<file path="config.mk">
export PLATFORM = sky130hd
export DESIGN_NAME = sp_phase_calc
export DESIGN_NICKNAME = d
export VERILOG_FILES = /design/src/rtl/sp_pkg.sv /design/src/rtl/sp_mask_check.sv /design/src/rtl/sp_divider.sv /design/src/rtl/sp_phase_calc.sv
export SDC_FILE = /design/constraint.sdc
export NUM_CORES = 1
export LEC_CHECK = 0
export BUFFER_PORTS_ARGS = -buffer_cell sky130_fd_sc_hd__buf_2
export CORE_MARGIN = 2
export CORE_UTILIZATION = 35
export DETAILED_ROUTE_END_ITERATION = 12
export GPL_ROUTABILITY_DRIVEN = 0
export GPL_TIMING_DRIVEN = 1
export REMOVE_ABC_BUFFERS = 1
export SETUP_SLACK_MARGIN = 0.05
export SLEW_MARGIN = 20
export SYNTH_ARGS = -nofsm -noshare
export SYNTH_HDL_FRONTEND = slang
export SYNTH_HIERARCHICAL = 1
export SYNTH_SLANG_ARGS = --single-unit
</file>
<file path="constraint.sdc">
create_clock -name clk -period 3.75 [get_ports clk]
set_input_delay 0.75 -clock clk [delete_from_list [all_inputs] [get_ports clk]]
set_output_delay 0.75 -clock clk [all_outputs]
set_load 0.03 [all_outputs]
</file>
<file path="src/rtl/sp_pkg.sv">
package sp_pkg;
    // Number of divisions issued per valid request, in issue order:
    // horizontal initial, horizontal step, vertical initial, vertical step
    localparam int N_DIV = 4;
    localparam int IDX_W = 2;

    typedef enum logic [IDX_W-1:0] {
        DIV_H_INIT = 2'd0,
        DIV_H_STEP = 2'd1,
        DIV_V_INIT = 2'd2,
        DIV_V_STEP = 2'd3
    } div_sel_e;
endpackage

</file>
<file path="src/rtl/sp_mask_check.sv">
module sp_mask_check #(
    parameter int PLANES = 4,
    parameter int ID_W   = 2
) (
    input  logic [PLANES-1:0] mask,
    output logic              none_set,
    output logic              many_set,
    output logic [ID_W-1:0]   sel_id
);
    localparam int CNT_W = $clog2(PLANES + 1);

    logic [CNT_W-1:0] ones;

    always_comb begin
        ones   = '0;
        sel_id = '0;
        for (int i = 0; i < PLANES; i++) begin
            if (mask[i]) begin
                ones   = ones + 1'b1;
                sel_id = ID_W'(i);
            end
        end
        none_set = (ones == '0);
        many_set = (ones > CNT_W'(1));
    end
endmodule

</file>
<file path="src/rtl/sp_divider.sv">
module sp_divider #(
    parameter int NUM_W = 32,
    parameter int DEN_W = 16
) (
    input  logic             clk,
    input  logic             rst_n,
    input  logic             go,
    input  logic [NUM_W-1:0] num,
    input  logic [DEN_W-1:0] den,
    output logic             busy,
    output logic             done,
    output logic [NUM_W-1:0] quo
);
    localparam int CNT_W = $clog2(NUM_W + 1);

    typedef struct packed {
        logic             busy;
        logic             done;
        logic [CNT_W-1:0] cnt;
        logic [DEN_W-1:0] rem;
        logic [DEN_W-1:0] den;
        logic [NUM_W-1:0] acc;   // dividend bits shift out, quotient bits shift in
    } div_t;

    div_t q, d;
    logic [DEN_W:0] trial;
    logic [DEN_W:0] diff;
    logic           qbit;

    always_comb begin
        d      = q;
        d.done = 1'b0;
        trial  = {q.rem, q.acc[NUM_W-1]};
        diff   = trial - {1'b0, q.den};
        qbit   = (trial >= {1'b0, q.den});
        if (q.busy) begin
            d.rem = qbit ? diff[DEN_W-1:0] : trial[DEN_W-1:0];
            d.acc = {q.acc[NUM_W-2:0], qbit};
            d.cnt = q.cnt - 1'b1;
            if (q.cnt == CNT_W'(1)) begin
                d.busy = 1'b0;
                d.done = 1'b1;
            end
        end else if (go) begin
            d.busy = 1'b1;
            d.acc  = num;
            d.rem  = '0;
            d.den  = den;
            d.cnt  = CNT_W'(NUM_W);
        end
    end

    always_ff @(posedge clk or negedge rst_n) begin
        if (!rst_n) q <= '0;
        else        q <= d;
    end

    assign busy = q.busy;
    assign done = q.done;
    assign quo  = q.acc;

    // Partial remainder always stays below a non-zero divisor
    AST_REM_BELOW_DEN: assert property (@(posedge clk) disable iff (!rst_n)
        (q.busy && q.den != '0) |-> (q.rem < q.den));
    AST_DIV_ONE_DONE: assert property (@(posedge clk) disable iff (!rst_n)
        done |=> !done);
endmodule

</file>
<file path="src/rtl/sp_phase_calc.sv">
module sp_phase_calc #(
    parameter int PLANES      = 4,
    parameter int INT_W       = 16,
    parameter int FRAC_W      = 16,
    parameter int DIM_W       = 16,
    parameter int PH_BITS     = 4,
    parameter int EXTRA_SHIFT = 12,
    localparam int SRC_W      = INT_W + FRAC_W,
    localparam int NUM_W      = INT_W + PH_BITS + EXTRA_SHIFT,
    localparam int ID_W       = (PLANES > 1) ? $clog2(PLANES) : 1
) (
    input  logic              clk,
    input  logic              rst_n,
    input  logic              start,
    input  logic [PLANES-1:0] plane_mask,
    input  logic [SRC_W-1:0]  src_w,
    input  logic [SRC_W-1:0]  src_h,
    input  logic [DIM_W-1:0]  dst_w,
    input  logic [DIM_W-1:0]  dst_h,
    output logic              busy,
    output logic              done,
    output logic              err,
    output logic              scale_en,
    output logic [ID_W-1:0]   plane_id,
    output logic              enh_en,
    output logic [NUM_W-1:0]  h_init,
    output logic [NUM_W-1:0]  h_delta,
    output logic [NUM_W-1:0]  v_init,
    output logic [NUM_W-1:0]  v_delta
);
    import sp_pkg::*;

    localparam int CMP_W = DIM_W + SRC_W;
    localparam int LOW_Z = NUM_W - INT_W - PH_BITS;

    typedef struct packed {
        logic       err;
        logic       scale_en;
        logic [ID_W-1:0] plane_id;
        logic       enh_en;
        logic [NUM_W-1:0] h_init;
        logic [NUM_W-1:0] h_delta;
        logic [NUM_W-1:0] v_init;
        logic [NUM_W-1:0] v_delta;
    } res_t;

    typedef struct packed {
        logic       busy;
        logic       done;
        logic       go;
        div_sel_e   sel;
        logic [INT_W-1:0] in_w;
        logic [INT_W-1:0] in_h;
        logic [DIM_W-1:0] ow;
        logic [DIM_W-1:0] oh;
        logic [ID_W-1:0]  pid;
        logic       enh;
        logic [N_DIV-1:0][NUM_W-1:0] wk;
        res_t       res;
    } top_t;

    top_t q, d;

    logic             m_none, m_many;
    logic [ID_W-1:0]  m_id;
    logic             div_busy, div_done;
    logic [NUM_W-1:0] div_quo, div_num;
    logic [DIM_W-1:0] div_den;
    logic             enh_now, bad_size;
    logic [NUM_W:0]   hi_round, vi_round;

    sp_mask_check #(.PLANES(PLANES), .ID_W(ID_W)) i_mask (
        .mask(plane_mask), .none_set(m_none), .many_set(m_many), .sel_id(m_id)
    );

    sp_divider #(.NUM_W(NUM_W), .DEN_W(DIM_W)) i_div (
        .clk(clk), .rst_n(rst_n), .go(q.go), .num(div_num), .den(div_den),
        .busy(div_busy), .done(div_done), .quo(div_quo)
    );

    // Integer part of D*2^(2F)/S is >= 2 exactly when D*2^(F-1) >= S
    always_comb begin
        enh_now  = (CMP_W'({dst_w, {(FRAC_W-1){1'b0}}}) >= CMP_W'(src_w))
                || (CMP_W'({dst_h, {(FRAC_W-1){1'b0}}}) >= CMP_W'(src_h));
        bad_size = (dst_w == '0) || (dst_h == '0) || (src_w == '0) || (src_h == '0);
    end

    always_comb begin
        case (q.sel)
            DIV_H_INIT: div_num = {{LOW_Z{1'b0}}, q.in_w, {PH_BITS{1'b0}}};
            DIV_H_STEP: div_num = {q.in_w, {(PH_BITS+EXTRA_SHIFT){1'b0}}};
            DIV_V_INIT: div_num = {{LOW_Z{1'b0}}, q.in_h, {PH_BITS{1'b0}}};
            default:    div_num = {q.in_h, {(PH_BITS+EXTRA_SHIFT){1'b0}}};
        endcase
        div_den = (q.sel == DIV_H_INIT || q.sel == DIV_H_STEP) ? q.ow : q.oh;
    end

    always_comb begin
        d        = q;
        d.done   = 1'b0;
        d.go     = 1'b0;
        hi_round = {1'b0, q.wk[DIV_H_INIT]} + (NUM_W+1)'(1);
        vi_round = {1'b0, q.wk[DIV_V_INIT]} + (NUM_W+1)'(1);
        if (!q.busy) begin
            if (start) begin
                if (m_none) begin
                    d.done = 1'b1;
                    d.res  = '0;
                end else if (m_many || bad_size) begin
                    d.done    = 1'b1;
                    d.res     = '0;
                    d.res.err = 1'b1;
                end else begin
                    d.busy = 1'b1;
                    d.go   = 1'b1;
                    d.sel  = DIV_H_INIT;
                    d.in_w = src_w[SRC_W-1:FRAC_W];
                    d.in_h = src_h[SRC_W-1:FRAC_W];
                    d.ow   = dst_w;
                    d.oh   = dst_h;
                    d.pid  = m_id;
                    d.enh  = enh_now;
                end
            end
        end else if (div_done) begin
            d.wk[q.sel] = div_quo;
            if (q.sel == DIV_V_STEP) begin
                d.busy             = 1'b0;
                d.done             = 1'b1;
                d.res.err          = 1'b0;
                d.res.scale_en     = 1'b1;
                d.res.plane_id     = q.pid;
                d.res.enh_en       = q.enh;
                d.res.h_init       = hi_round[NUM_W:1];
                d.res.h_delta      = q.wk[DIV_H_STEP];
                d.res.v_init       = vi_round[NUM_W:1];
                d.res.v_delta      = div_quo;
            end else begin
                d.sel = div_sel_e'(q.sel + 1'b1);
                d.go  = 1'b1;
            end
        end
    end

    always_ff @(posedge clk or negedge rst_n) begin
        if (!rst_n) q <= '0;
        else        q <= d;
    end

    assign busy     = q.busy;
    assign done     = q.done;
    assign err      = q.res.err;
    assign scale_en = q.res.scale_en;
    assign plane_id = q.res.plane_id;
    assign enh_en   = q.res.enh_en;
    assign h_init   = q.res.h_init;
    assign h_delta  = q.res.h_delta;
    assign v_init   = q.res.v_init;
    assign v_delta  = q.res.v_delta;

    AST_DONE_PULSE: assert property (@(posedge clk) disable iff (!rst_n)
        done |=> !done);
    AST_START_ACK: assert property (@(posedge clk) disable iff (!rst_n)
        (start && !busy) |=> (busy != done));
    AST_NO_DIV_OVERLAP: assert property (@(posedge clk) disable iff (!rst_n)
        div_busy |-> busy);
    AST_HOLD_RESULT: assert property (@(posedge clk) disable iff (!rst_n)
        !done |-> $stable({err, scale_en, plane_id, enh_en, h_init, h_delta, v_init, v_delta}));
    AST_ERR_NO_SCALE: assert property (@(posedge clk) disable iff (!rst_n)
        (done && err) |-> !scale_en);
    AST_EMPTY_MASK: assert property (@(posedge clk) disable iff (!rst_n)
        ($past(start) && !$past(busy) && $past(plane_mask) == '0) |-> (done && !err && !scale_en));
endmodule

</file>
# Yosys cells after proc, flatten, opt, wreduce, memory -nomap -nowiden
# Index checks and enable logic that the tools add are counted.
# op_classes
addsub,8
magnitude_cmp,6
eq_ne,9
mux,37
n_bitwise,4
n_reduce_logical,21
# op_table
op,n
2-to-1 mux 133 bit,6
2-to-1 mux 70 bit,3
bitwise mux 128 bit,1
one-hot mux 32 bit (3 select lines),1
2-to-1 mux 72 bit,1
adder 32 x 1 -> 33 bit (second input constant),2
demux 32 bit (select 2 bit),1
>= comparator 31 x 32 -> 1 bit,2
zero test 32 bit,2
2-to-1 mux 32 bit,2
zero test 16 bit,2
2-to-1 mux 16 bit,2
2-to-1 mux 22 bit,1
>= comparator 17 x 16 -> 1 bit,1
subtractor 16 bit,1
2-to-1 mux 3 bit,4
2-to-1 mux 5 bit,2
2-to-1 mux 1 bit,9
2-to-1 mux 2 bit,4
AND reduction 4 bit,2
adder 3 x 1 -> 3 bit (second input constant),2
equality test 6 x 1 -> 1 bit (second input constant),1
logical OR 1 bit,6
!= test 2 bit (second input constant),3
17 further kinds,24
# totals
register_bits,405
input_bits,103
out_inout_bits,135
word_cells,113

# Logic depth before layout (Yosys ltp)
# Gate-level depths: netlist of the first run.
# depth
depth_word,13
ltp_mapped,14

# Hierarchy
# Netlist of the first run, hierarchy kept.
# modules_own_cells
module,n_inst,cells_each,area_per_inst_um2,seq_area_each_um2
sp_phase_calc,1,1446,15353.5,7532.2
sp_divider,1,465,4292.9,1801.7
sp_mask_check,1,25,176.4,0.0

# Worst setup path before layout of the first run
# OpenSTA, ideal clock, no wires.
# synth_timing
path_kind,input to register
startpoint,in plane_mask[0]
endpoint,reg q[286] (netlist name)
arrival_ns,3.296
path_slack_ns,0.326
path_stages,13
path_buffers,2
path_cell_list,inv_1 > ha_1 > xor2_1 > ha_1 > inv_1 > a311oi_1 > a311oi_1 > nor2_1 > nand3_1 > nor4b_1 > buf_2 > buf_2 > mux2_1
# synth_between
word_cells_on_any_way,13
# synth_rtl
item,line,text
start: declaration,sp_phase_calc.sv:15,"input logic [PLANES-1:0] plane_mask,"
2-to-1 mux 1 bit *,sp_mask_check.sv:18,if (mask[i]) begin
adder 1 x 1 -> 2 bit,sp_mask_check.sv:19,ones = ones + 1'b1;
2-to-1 mux 3 bit *,sp_mask_check.sv:18,
adder 3 x 1 -> 3 bit,sp_mask_check.sv:19,
2-to-1 mux 3 bit *,sp_mask_check.sv:18,
adder 3 x 1 -> 3 bit,sp_mask_check.sv:19,
2-to-1 mux 3 bit *,sp_mask_check.sv:18,
zero test 3 bit *,sp_mask_check.sv:23,none_set = (ones == '0);
named net m_none,sp_phase_calc.sv:64,"logic m_none, m_many;"
inverter 1 bit (no line) *,-,
AND reduction 4 bit (no line) *,-,
end signal: assignment,sp_phase_calc.sv:146,if (!rst_n) q <= '0;
end signal: assignment,sp_phase_calc.sv:147,else q <= d;
end: declaration,sp_phase_calc.sv:62,"top_t q, d;"
# Mark *: on every way through the listed nets, which the timed path passes. The rest lies on a longest branch.
# A chain may end at the register's enable or synchronous reset.

# Final worst setup path of the first run
# layout_timing
startpoint,in plane_mask[0]
endpoint,reg q[293] (netlist name)
# The elaborated chain is that of the path after synthesis.

==> results of run 1 <==
stage by stage:
step	hold WS (ps)	setup WS, ps	utilization, %	total power [µW]
6_report	289	581	39.5	14800
5_1_grt	335	474	39.5	15700
4_1_cts	316	603	39.5	14900
3_5_place_dp	471	15.1	36.9	10500
3_3_place_gp	462	134	36.9	10400
2_1_floorplan	435	-6900	-	8820
routing by layer:
metal  routed length [µm]  vias to the layer above
met2                25300                      438
met3                 3070                       63
met1                23800                     7088
met5                    0                        -
met4                 1040                        0
li1                     -                     6739
registers in the layout (all words and copies together) (netlist names), 2 cells and up:
signal	cells
h_delta	32
h_init	32
i_div/q	38
i_div/quo	32
plane_id	2
q	166
v_delta	32
v_init	32
how the worst max path moves through the flow:
| stage | start | cells after the start | slack, ps | to |
|---|---|---|---|---|
| after detailed placement | plane_mask[0] | 14 | 20 | q[292] |
| after CTS | plane_mask[0] | 14 | 600 | q[292] |
| after global placement | plane_mask[0] | 14 | 130 | q[310] |
| after floorplan | plane_mask[0] | 11 | -6900 | q[263] |
| final | plane_mask[0] | 14 | 580 | q[293] |
| after global routing | plane_mask[1] | 14 | 470 | q[292] |
cell type report:
type                            instances  area [µm²]
Fill cell                            5572       34000
Timing Repair Buffer                  274        1570
Multi-Input combinational cell       1224        8580
Clock buffer                           61        1250
Clock inverter                         16         208
Inverter                               74         278
Tap cell                              756         946
Antenna cell                            4        10.0
Sequential cell                       373        9340
worst max-delay path, cell delays in order:
cell and delay (ps):
buf_2 90, inv_1 40, ha_1 310, xor2_1 150, ha_1 290, inv_1 50
a311oi_1 280, a311oi_1 100, nor2_1 230, nand3_1 190, nor4b_2 360, buf_4 240
buf_12 160, mux2_2 330
kinds of logic after synthesis:
kind of cell	after synthesis	synth area share [%]
compound gates	321	10.3
other cells	1	0.0189
fa+ha+maj	60	3.83
mux	219	12.2
flops	373	47.1
simple gates	544	13.4
xor+xnor	76	3.36
buf+inv	342	9.85
report_power, final:
group	internal, µW	switching, µW	total [µW]
sequential	4890	1070	5950
combinational	1930	2620	4550
clock	2600	1700	4300
total	9420	5390	14800
synth_stat cells (8+ instances only):
| master | instances | area (µm²) |
|---|---|---|
| a21oi_1 | 27 | 135 |
| mux2_2 | 138 | 1550 |
| xnor2_1 | 31 | 272 |
| buf_4 | 169 | 1270 |
| nor3_1 | 15 | 75.1 |
| o21ai_0 | 146 | 731 |
| nand3_1 | 116 | 581 |
| buf_1 | 8 | 30.0 |
| dfrtp_1 | 373 | 9330 |
| and3_1 | 10 | 62.6 |
| nor2_1 | 92 | 345 |
| clkbuf_1 | 74 | 278 |
| nand2b_1 | 11 | 68.8 |
| nand2_1 | 209 | 785 |
| mux2_1 | 37 | 417 |
| mux2i_1 | 44 | 440 |
| a32oi_1 | 8 | 70.1 |
| inv_1 | 74 | 278 |
| a211oi_1 | 25 | 188 |
| a22oi_1 | 12 | 90.1 |
| ha_1 | 59 | 738 |
| nor4_1 | 23 | 144 |
| buf_2 | 15 | 75.1 |
| a21o_1 | 11 | 82.6 |
| a22o_1 | 11 | 96.3 |
| o22ai_1 | 26 | 163 |
| o21ai_1 | 10 | 50.1 |
| xor2_1 | 45 | 394 |
| nand4_1 | 19 | 119 |
==> out/summary.txt, run 1 <==
outcome -> completed
antenna viol nets, final -> 0
Finished Layout Cells -> 2782
first-pass GRT wire length -> 83600 µm
Die ar. -> 58600 µm²
commonest non-fill, non-tap cell in the layout -> dfrtp_1
Most used DFF post-synth -> dfrtp_1
Slew Limit Fails -> 0
CP arrival -> 3600 ps
final hold vios -> 0
std cell rows -> 87
I/O Pins -> 238
cell area after synthesis -> 19800 µm²
share of cells above drive strength 1 -> 25.7%
vias in the first global route -> 14318
placed insts -> 2701
r2r endpoint -> i_div/q[62]
met3 GRT Util -> 2.97%
setup violators final -> 0
DR WL/cell -> 19.1 µm
GRT Overall Usage -> 18.1%
final net count -> 2152
Chip Width -> 242 µm
die outline height -> 242 µm
htree depth -> 2
Sink Count -> 373
Slew @ Worst Pin -> 1060 ps
CP Class -> input port to flop
RSZ-0062 raised after global routing -> no
initial core utilization -> 35.3%
Critical Path Fanout Max -> 16
clock slew at reported path FFs -> 60 ps
Post-synth ARST share -> 100%
post-CTS resize count -> 0
DP Area -> 20700 µm²
Cell variety after synth -> 77
clk buf depth -> 3
Residual DRC -> 0
Max-slew headroom -> 28.9%
clk_skew -> 19.5 ps
met2 GRT Util -> 29.9%
M1 GR Usage -> 24.8%
crit share post-route -> 84.5%
flop2flop setup slack -> 920 ps
TritonCTS Buffers -> 42
dpl hpwl -> 38600 µm
DRT Pass-1 Iters -> 5
TritonCTS clock tree -> done
CP endpoint kind -> flop
FMAX -> 0.316 GHz
VDD IR max -> 0.336 mV
postcts setup bufs -> 0
Routed WL -> 53300 µm
EDFF count, synth -> 0
largest net degree at the start of global routing -> 108
core area -> 56200 µm²
Worst-Skew Late Latency -> 570 ps
Register-to-Register Path Depth -> 9
most frequent cells in the layout -> dfrtp_1 (370), buf_2 (236), nand2_1 (209)
GR Overflow Total -> 0
cts hold-fix bufs -> 0
Clock Tree Root -> clkbuf_16
Port Buffer Count -> 237
Synth Instances -> 1936
Worst Path Required -> 4180 ps
syn avg cell area -> 10.2 µm²
sequential area share after synthesis -> 47.1%
crit path time final -> 3170 ps
Reg2Reg Launch Point -> i_div/quo[31]
antenna violations before repair -> 7
Yosys reg bits -> 373
Hold Crit Class -> input port to asynchronous set/reset pin
Power Density -> 667 nW/µm²
DR vias/cell -> 5.15
DR iter-0 viols -> 939
max cap viols -> 0
Final Instance Area -> 22200 µm²
Syn-to-layout area delta -> 11.9%
via count -> 14328
global route hottest layer -> met2
Static Leakage -> 0.0104 µW
startpoint types -> input port
Final TNS setup -> 0 ps
Yosys warning count -> 6
No activity file was read; power rests on OpenSTA's default activity.
==> inputs of run 2 (changes only) <==
Clock period 3.75 ns to 2.5 ns, I/O delays scaled along.
==> run 2 against run 1 <==
Sequential power rose by 49%; the run now ends with negative setup slack left; largest cell class unchanged; sequential share of layout area shrank 3.5 points; die area unchanged; critical endpoint is now q[309].
==> out/summary.txt, run 2 (synthesized netlist as in run 1, its figures left out) <==
die outline height -> 242 µm
final net count -> 2270
CP Class -> input port to flop
dpl hpwl -> 39900 µm
largest net degree at the start of global routing -> 106
first-pass GRT wire length -> 86400 µm
Routed WL -> 57700 µm
Chip Width -> 242 µm
Register-to-Register Path Depth -> 8
commonest non-fill, non-tap cell in the layout -> dfrtp_1
DR WL/cell -> 19.9 µm
vias in the first global route -> 14858
DRT Pass-1 Iters -> 6
Tot Pwr -> 24100 µW
Port Buffer Count -> 237
Sink Count -> 373
VDD IR max -> 0.536 mV
WHS Path Cells -> 2
hold slack -> 211 ps
Filler cells -> 5382
outcome -> finished with violations
I/O Pins -> 238
Reg2Reg Launch Point -> i_div/q[57]
hold_sp -> src_h[30]
Slew Limit Fails -> 0
std cell rows -> 87
Die ar. -> 58600 µm²
Worst Path Required -> 2950 ps
failing checks -> negative setup slack
Static Leakage -> 0.0114 µW
initial core utilization -> 35.3%
antenna violations before repair -> 2
most frequent cells in the layout -> dfrtp_1 (369), buf_2 (234), nand2_1 (204)
largest registers -> q: 166 flops, i_div/q: 38 flops
final hold vios -> 0
Syn-to-layout area delta -> 22.1%
share of cells above drive strength 1 -> 35.5%
crit path time final -> 2680 ps
DR iter-0 viols -> 903
Final TNS setup -> -20670 ps
CP Launch Point -> plane_mask[0]
Reg with most FFs -> q
core area -> 56200 µm²
Residual DRC -> 0
max cap viols -> 0
flop2flop setup slack -> -40 ps
GR Overflow Total -> 0
CP endpoint kind -> flop
Final Instance Area -> 24200 µm²
Power Density -> 994 nW/µm²
clk buf depth -> 3
Worst-Skew Late Latency -> 570 ps
TritonCTS Buffers -> 42
Hold Crit Class -> input port to flop
PnR worst setup slack -> -181 ps
GRT Overall Usage -> 18.6%
FMAX -> 0.373 GHz
DR vias/cell -> 5.16
CP arrival -> 3130 ps
via count -> 14956
TritonCTS clock tree -> done
htree depth -> 2
max reg flops -> 166
Critical Path Fanout Max -> 7
final core utilization -> 43.1%
antenna viol nets, final -> 0
Slew @ Worst Pin -> 765 ps
startpoint types -> input port
clk_skew -> 11.7 ps
crit path capture -> q[309]
clock slew at reported path FFs -> 60 ps
setup violators final -> 204
crit share post-route -> 107%
Max-slew headroom -> 48.5%
Clock Tree Root -> clkbuf_16
r2r endpoint -> i_div/q[57]
RSZ-0062 raised after global routing -> yes
DP Area -> 21400 µm²
-- run 2: worst min path at each step --
| stage | endpoint | slack, ps |
|---|---|---|
| finish | q[310] | 210 |
| global route | q[295] | 190 |
| CTS | q[279] | 170 |
| detailed placement | i_div/q[69] | 470 |
| global placement | i_div/q[69] | 450 |
| floorplan | busy | 200 |
-- run 2: critical path, cell delays in order --
cell	delay, ps
buf_8	100
inv_4	50
ha_4	200
xor2_1	140
ha_1	310
inv_2	50
a311oi_2	300
a311oi_2	90
nor2_1	110
buf_4	150
nand3_4	80
nor4b_4	300
buf_4	160
buf_12	130
clkbuf_16	160
mux2_4	300
-- run 2: cell type report --
type                            instances  area (µm²)  area share, %
Inverter                               74         283           1.17
Antenna cell                            2        5.00         0.0207
Clock inverter                          9         128          0.527
Tap cell                              756         946           3.91
Timing Repair Buffer                  392        2940           12.1
Sequential cell                       373        9340           38.6
Clock buffer                           66        1250           5.18
Multi-Input combinational cell       1224        9310           38.5
-- run 2: what timing repair did --
action	in CTS	in global routing
hold buffers	1	0
cloned	3	14
setup buffers	11	12
pin swaps	10	31
setup endpoints to repair	215	199
hold endpoints to repair	52	0
resized for setup	87	176
-- run 2: metrics by stage --
| stage | std cells | setup WS, ps |
|---|---|---|
| final | 2896 | -181 |
| after global routing | 2896 | -251 |
| after CTS | 2870 | -139 |
| after detailed placement | 2780 | -960 |
| after global placement | 2780 | -817 |
| after floorplan | 1671 | -7900 |
-- run 2: where the power goes --
part / leakage, µW / internal, µW / switching, µW
logic: 0.00567 / 4300 / 4640
clock network: 0.000678 / 3740 / 2500
registers: 0.00500 / 7340 / 1540
total: 0.0114 / 15400 / 8690
-- run 2: layer usage --
layer  wire, µm  GRT usage [%]
met5          0              0
met1      25800           25.2
met4       1590           5.76
met2      27200           30.5
met3       3110           3.17
==> inputs of run 3 (changes only) <==
Settings changed: CTS_BUF_LIST set to sky130_fd_sc_hd__clkbuf_4, SKIP_LAST_GASP set to 1.
==> run 3 against run 2 <==
The run now ends clean; worst hold slack worse by 120 ps; cell count up 4.4%; core utilization down 1.0 points; power down 7.7%; flip-flop and latch count unchanged; maximum frequency up 9.6%; first-iteration DRC count down 3.3%; critical path type is now flop to flop; critical endpoint is now i_div/q[53]; largest power group is now sequential cells.
==> out/summary.txt, run 3 (synthesized netlist as in run 1, its figures left out) <==
startpoint types -> flop
Slew @ Worst Pin -> 736 ps
VDD IR max -> 0.440 mV
largest registers -> q: 166 flops, i_div/q: 38 flops
DRT Pass-1 Iters -> 5
CP max stage cell -> dfrtp_1
initial core utilization -> 35.3%
final core utilization -> 42.1%
CP arrival -> 3150 ps
max cap viols -> 0
clock slew at reported path FFs -> 60 ps
antenna viol nets, final -> 0
max reg flops -> 166
commonest non-fill, non-tap cell in the layout -> dfrtp_1
Crit path max-delay family -> compound AO/OA/AOI/OAI gates
dpl hpwl -> 39900 µm
Clock Tree Root -> clkbuf_4
WP buf/inv -> 1
antenna violations before repair -> 4
Routed WL -> 56000 µm
htree depth -> 3
TritonCTS Buffers -> 99
Sink Count -> 373
Syn-to-layout area delta -> 19.3%
GR Overflow Total -> 0
vias in the first global route -> 15477
Slew Limit Fails -> 0
outcome -> completed
cells along the critical path -> ha_4 > a21o_1 > a31o_1 > a221o_1 > a211oi_4 > buf_6 > mux2i_1 > o21ai_1
DR vias/cell -> 5.08
Static Leakage -> 0.0112 µW
placed insts -> 2780
CP Class -> flop to flop
GRT Overall Usage -> 18.9%
clk buf depth -> 3
Port Buffer Count -> 237
Power Density -> 940 nW/µm²
FMAX -> 0.409 GHz
clk_skew -> 79.9 ps
Reg with most FFs -> q
RSZ-0062 raised after global routing -> yes
DR iter-0 viols -> 873
share of cells above drive strength 1 -> 32.5%
Filler cells -> 5486
die outline height -> 242 µm
Chip Width -> 242 µm
Critical Path Fanout Max -> 5
Tot Pwr -> 22200 µW
DR WL/cell -> 18.5 µm
final hold vios -> 0
I/O Pins -> 238
Finished Layout Cells -> 3023
via count -> 15342
Die ar. -> 58600 µm²
CP endpoint kind -> flop
crit path time final -> 2450 ps
std cell rows -> 87
first-pass GRT wire length -> 87200 µm
Worst Path Required -> 3200 ps
most frequent cells in the layout -> dfrtp_1 (370), buf_2 (234), nand2_1 (207)
Hold Crit Class -> input port to flop
crit share post-route -> 97.8%
setup violators final -> 0
core area -> 56200 µm²
final net count -> 2365
largest net degree at the start of global routing -> 106
Worst-Skew Late Latency -> 850 ps
TritonCTS clock tree -> done
CP max stage delay -> 430 ps
Residual DRC -> 0
Max-slew headroom -> 50.5%
==> run 3: cell count changes in the layout (fill, tap and decap cells not counted), sizes merged <==
cell	delta
buf	-10
clkinv	+15
dlygate4sd3	+57
bufinv	-2
clkinvlp	+1
clkbuf	+66
==> run 3: what timing repair did <==
item / in CTS / in global routing
pin swaps: 3 / 14
gates cloned: 0 / 2
endpoints found under the setup margin: 94 / 106
endpoints found under the hold margin: 111 / 0
resized for setup: 8 / 48
setup buffers: 2 / 15
hold buffers: 58 / 0
==> run 3: layout make-up <==
cell class / instances / area, µm² / share of cell area, %
antenna: 2 / 5.00 / 0.0212
clock buffer: 141 / 1060 / 4.48
clock inverter: 23 / 140 / 0.593
inverter: 74 / 280 / 1.19
multi-input combinational: 1224 / 8810 / 37.3
sequential: 373 / 9340 / 39.5
tap: 756 / 946 / 4.00
timing repair buffer: 430 / 3060 / 13.0
==> run 3: per-stage QoR <==
step           hold slack [ps]  setup TNS, ps  setup WS, ps  cell area [µm²]
2_1_floorplan              204       -1000660         -7900            18200
3_3_place_gp               454        -143890          -817            21400
3_5_place_dp               466        -169190          -960            21400
4_1_cts                   8.27              0          39.4            23200
5_1_grt                   53.9           -177         -48.7            23600
6_report                  89.3              0          55.0            23600
==> run 3: path summary, 6_finish.rpt <==
kind	start	endpoint	slack [ps]	cells after the start
max in group asynchronous	rst_n	v_delta[6]	1410	3
hold reg to reg	i_div/q[69]	i_div/q[69]	470	1
setup / recovery	i_div/q[57]	i_div/q[53]	50	8
hold / removal	src_h[24]	q[304]	90	3
setup reg to reg	i_div/q[57]	i_div/q[53]	50	8
min in group asynchronous	rst_n	i_div/quo[31]	210	2
==> run 3: power by group <==
part           switching [µW]  leakage [µW]  internal [µW]
Clock                    2540      0.000714           2680
Sequential               1410       0.00501           7330
Combinational            4460       0.00547           3780
==> run 3: worst register-to-register path: stages (launching register included) <==
cell and delay (ps):
dfrtp_1 430, ha_4 180, a21o_1 200, a31o_1 210, a221o_1 380, a211oi_4 430, buf_6 180, mux2i_1 210
o21ai_1 80
==> run 3: routing by layer <==
| metal | routed length, µm | track usage (%) |
|---|---|---|
| met5 | 20 | 0 |
| met4 | 1760 | 7.52 |
| met2 | 26300 | 30.4 |
| met1 | 24600 | 25.2 |
| met3 | 3260 | 3.33 |
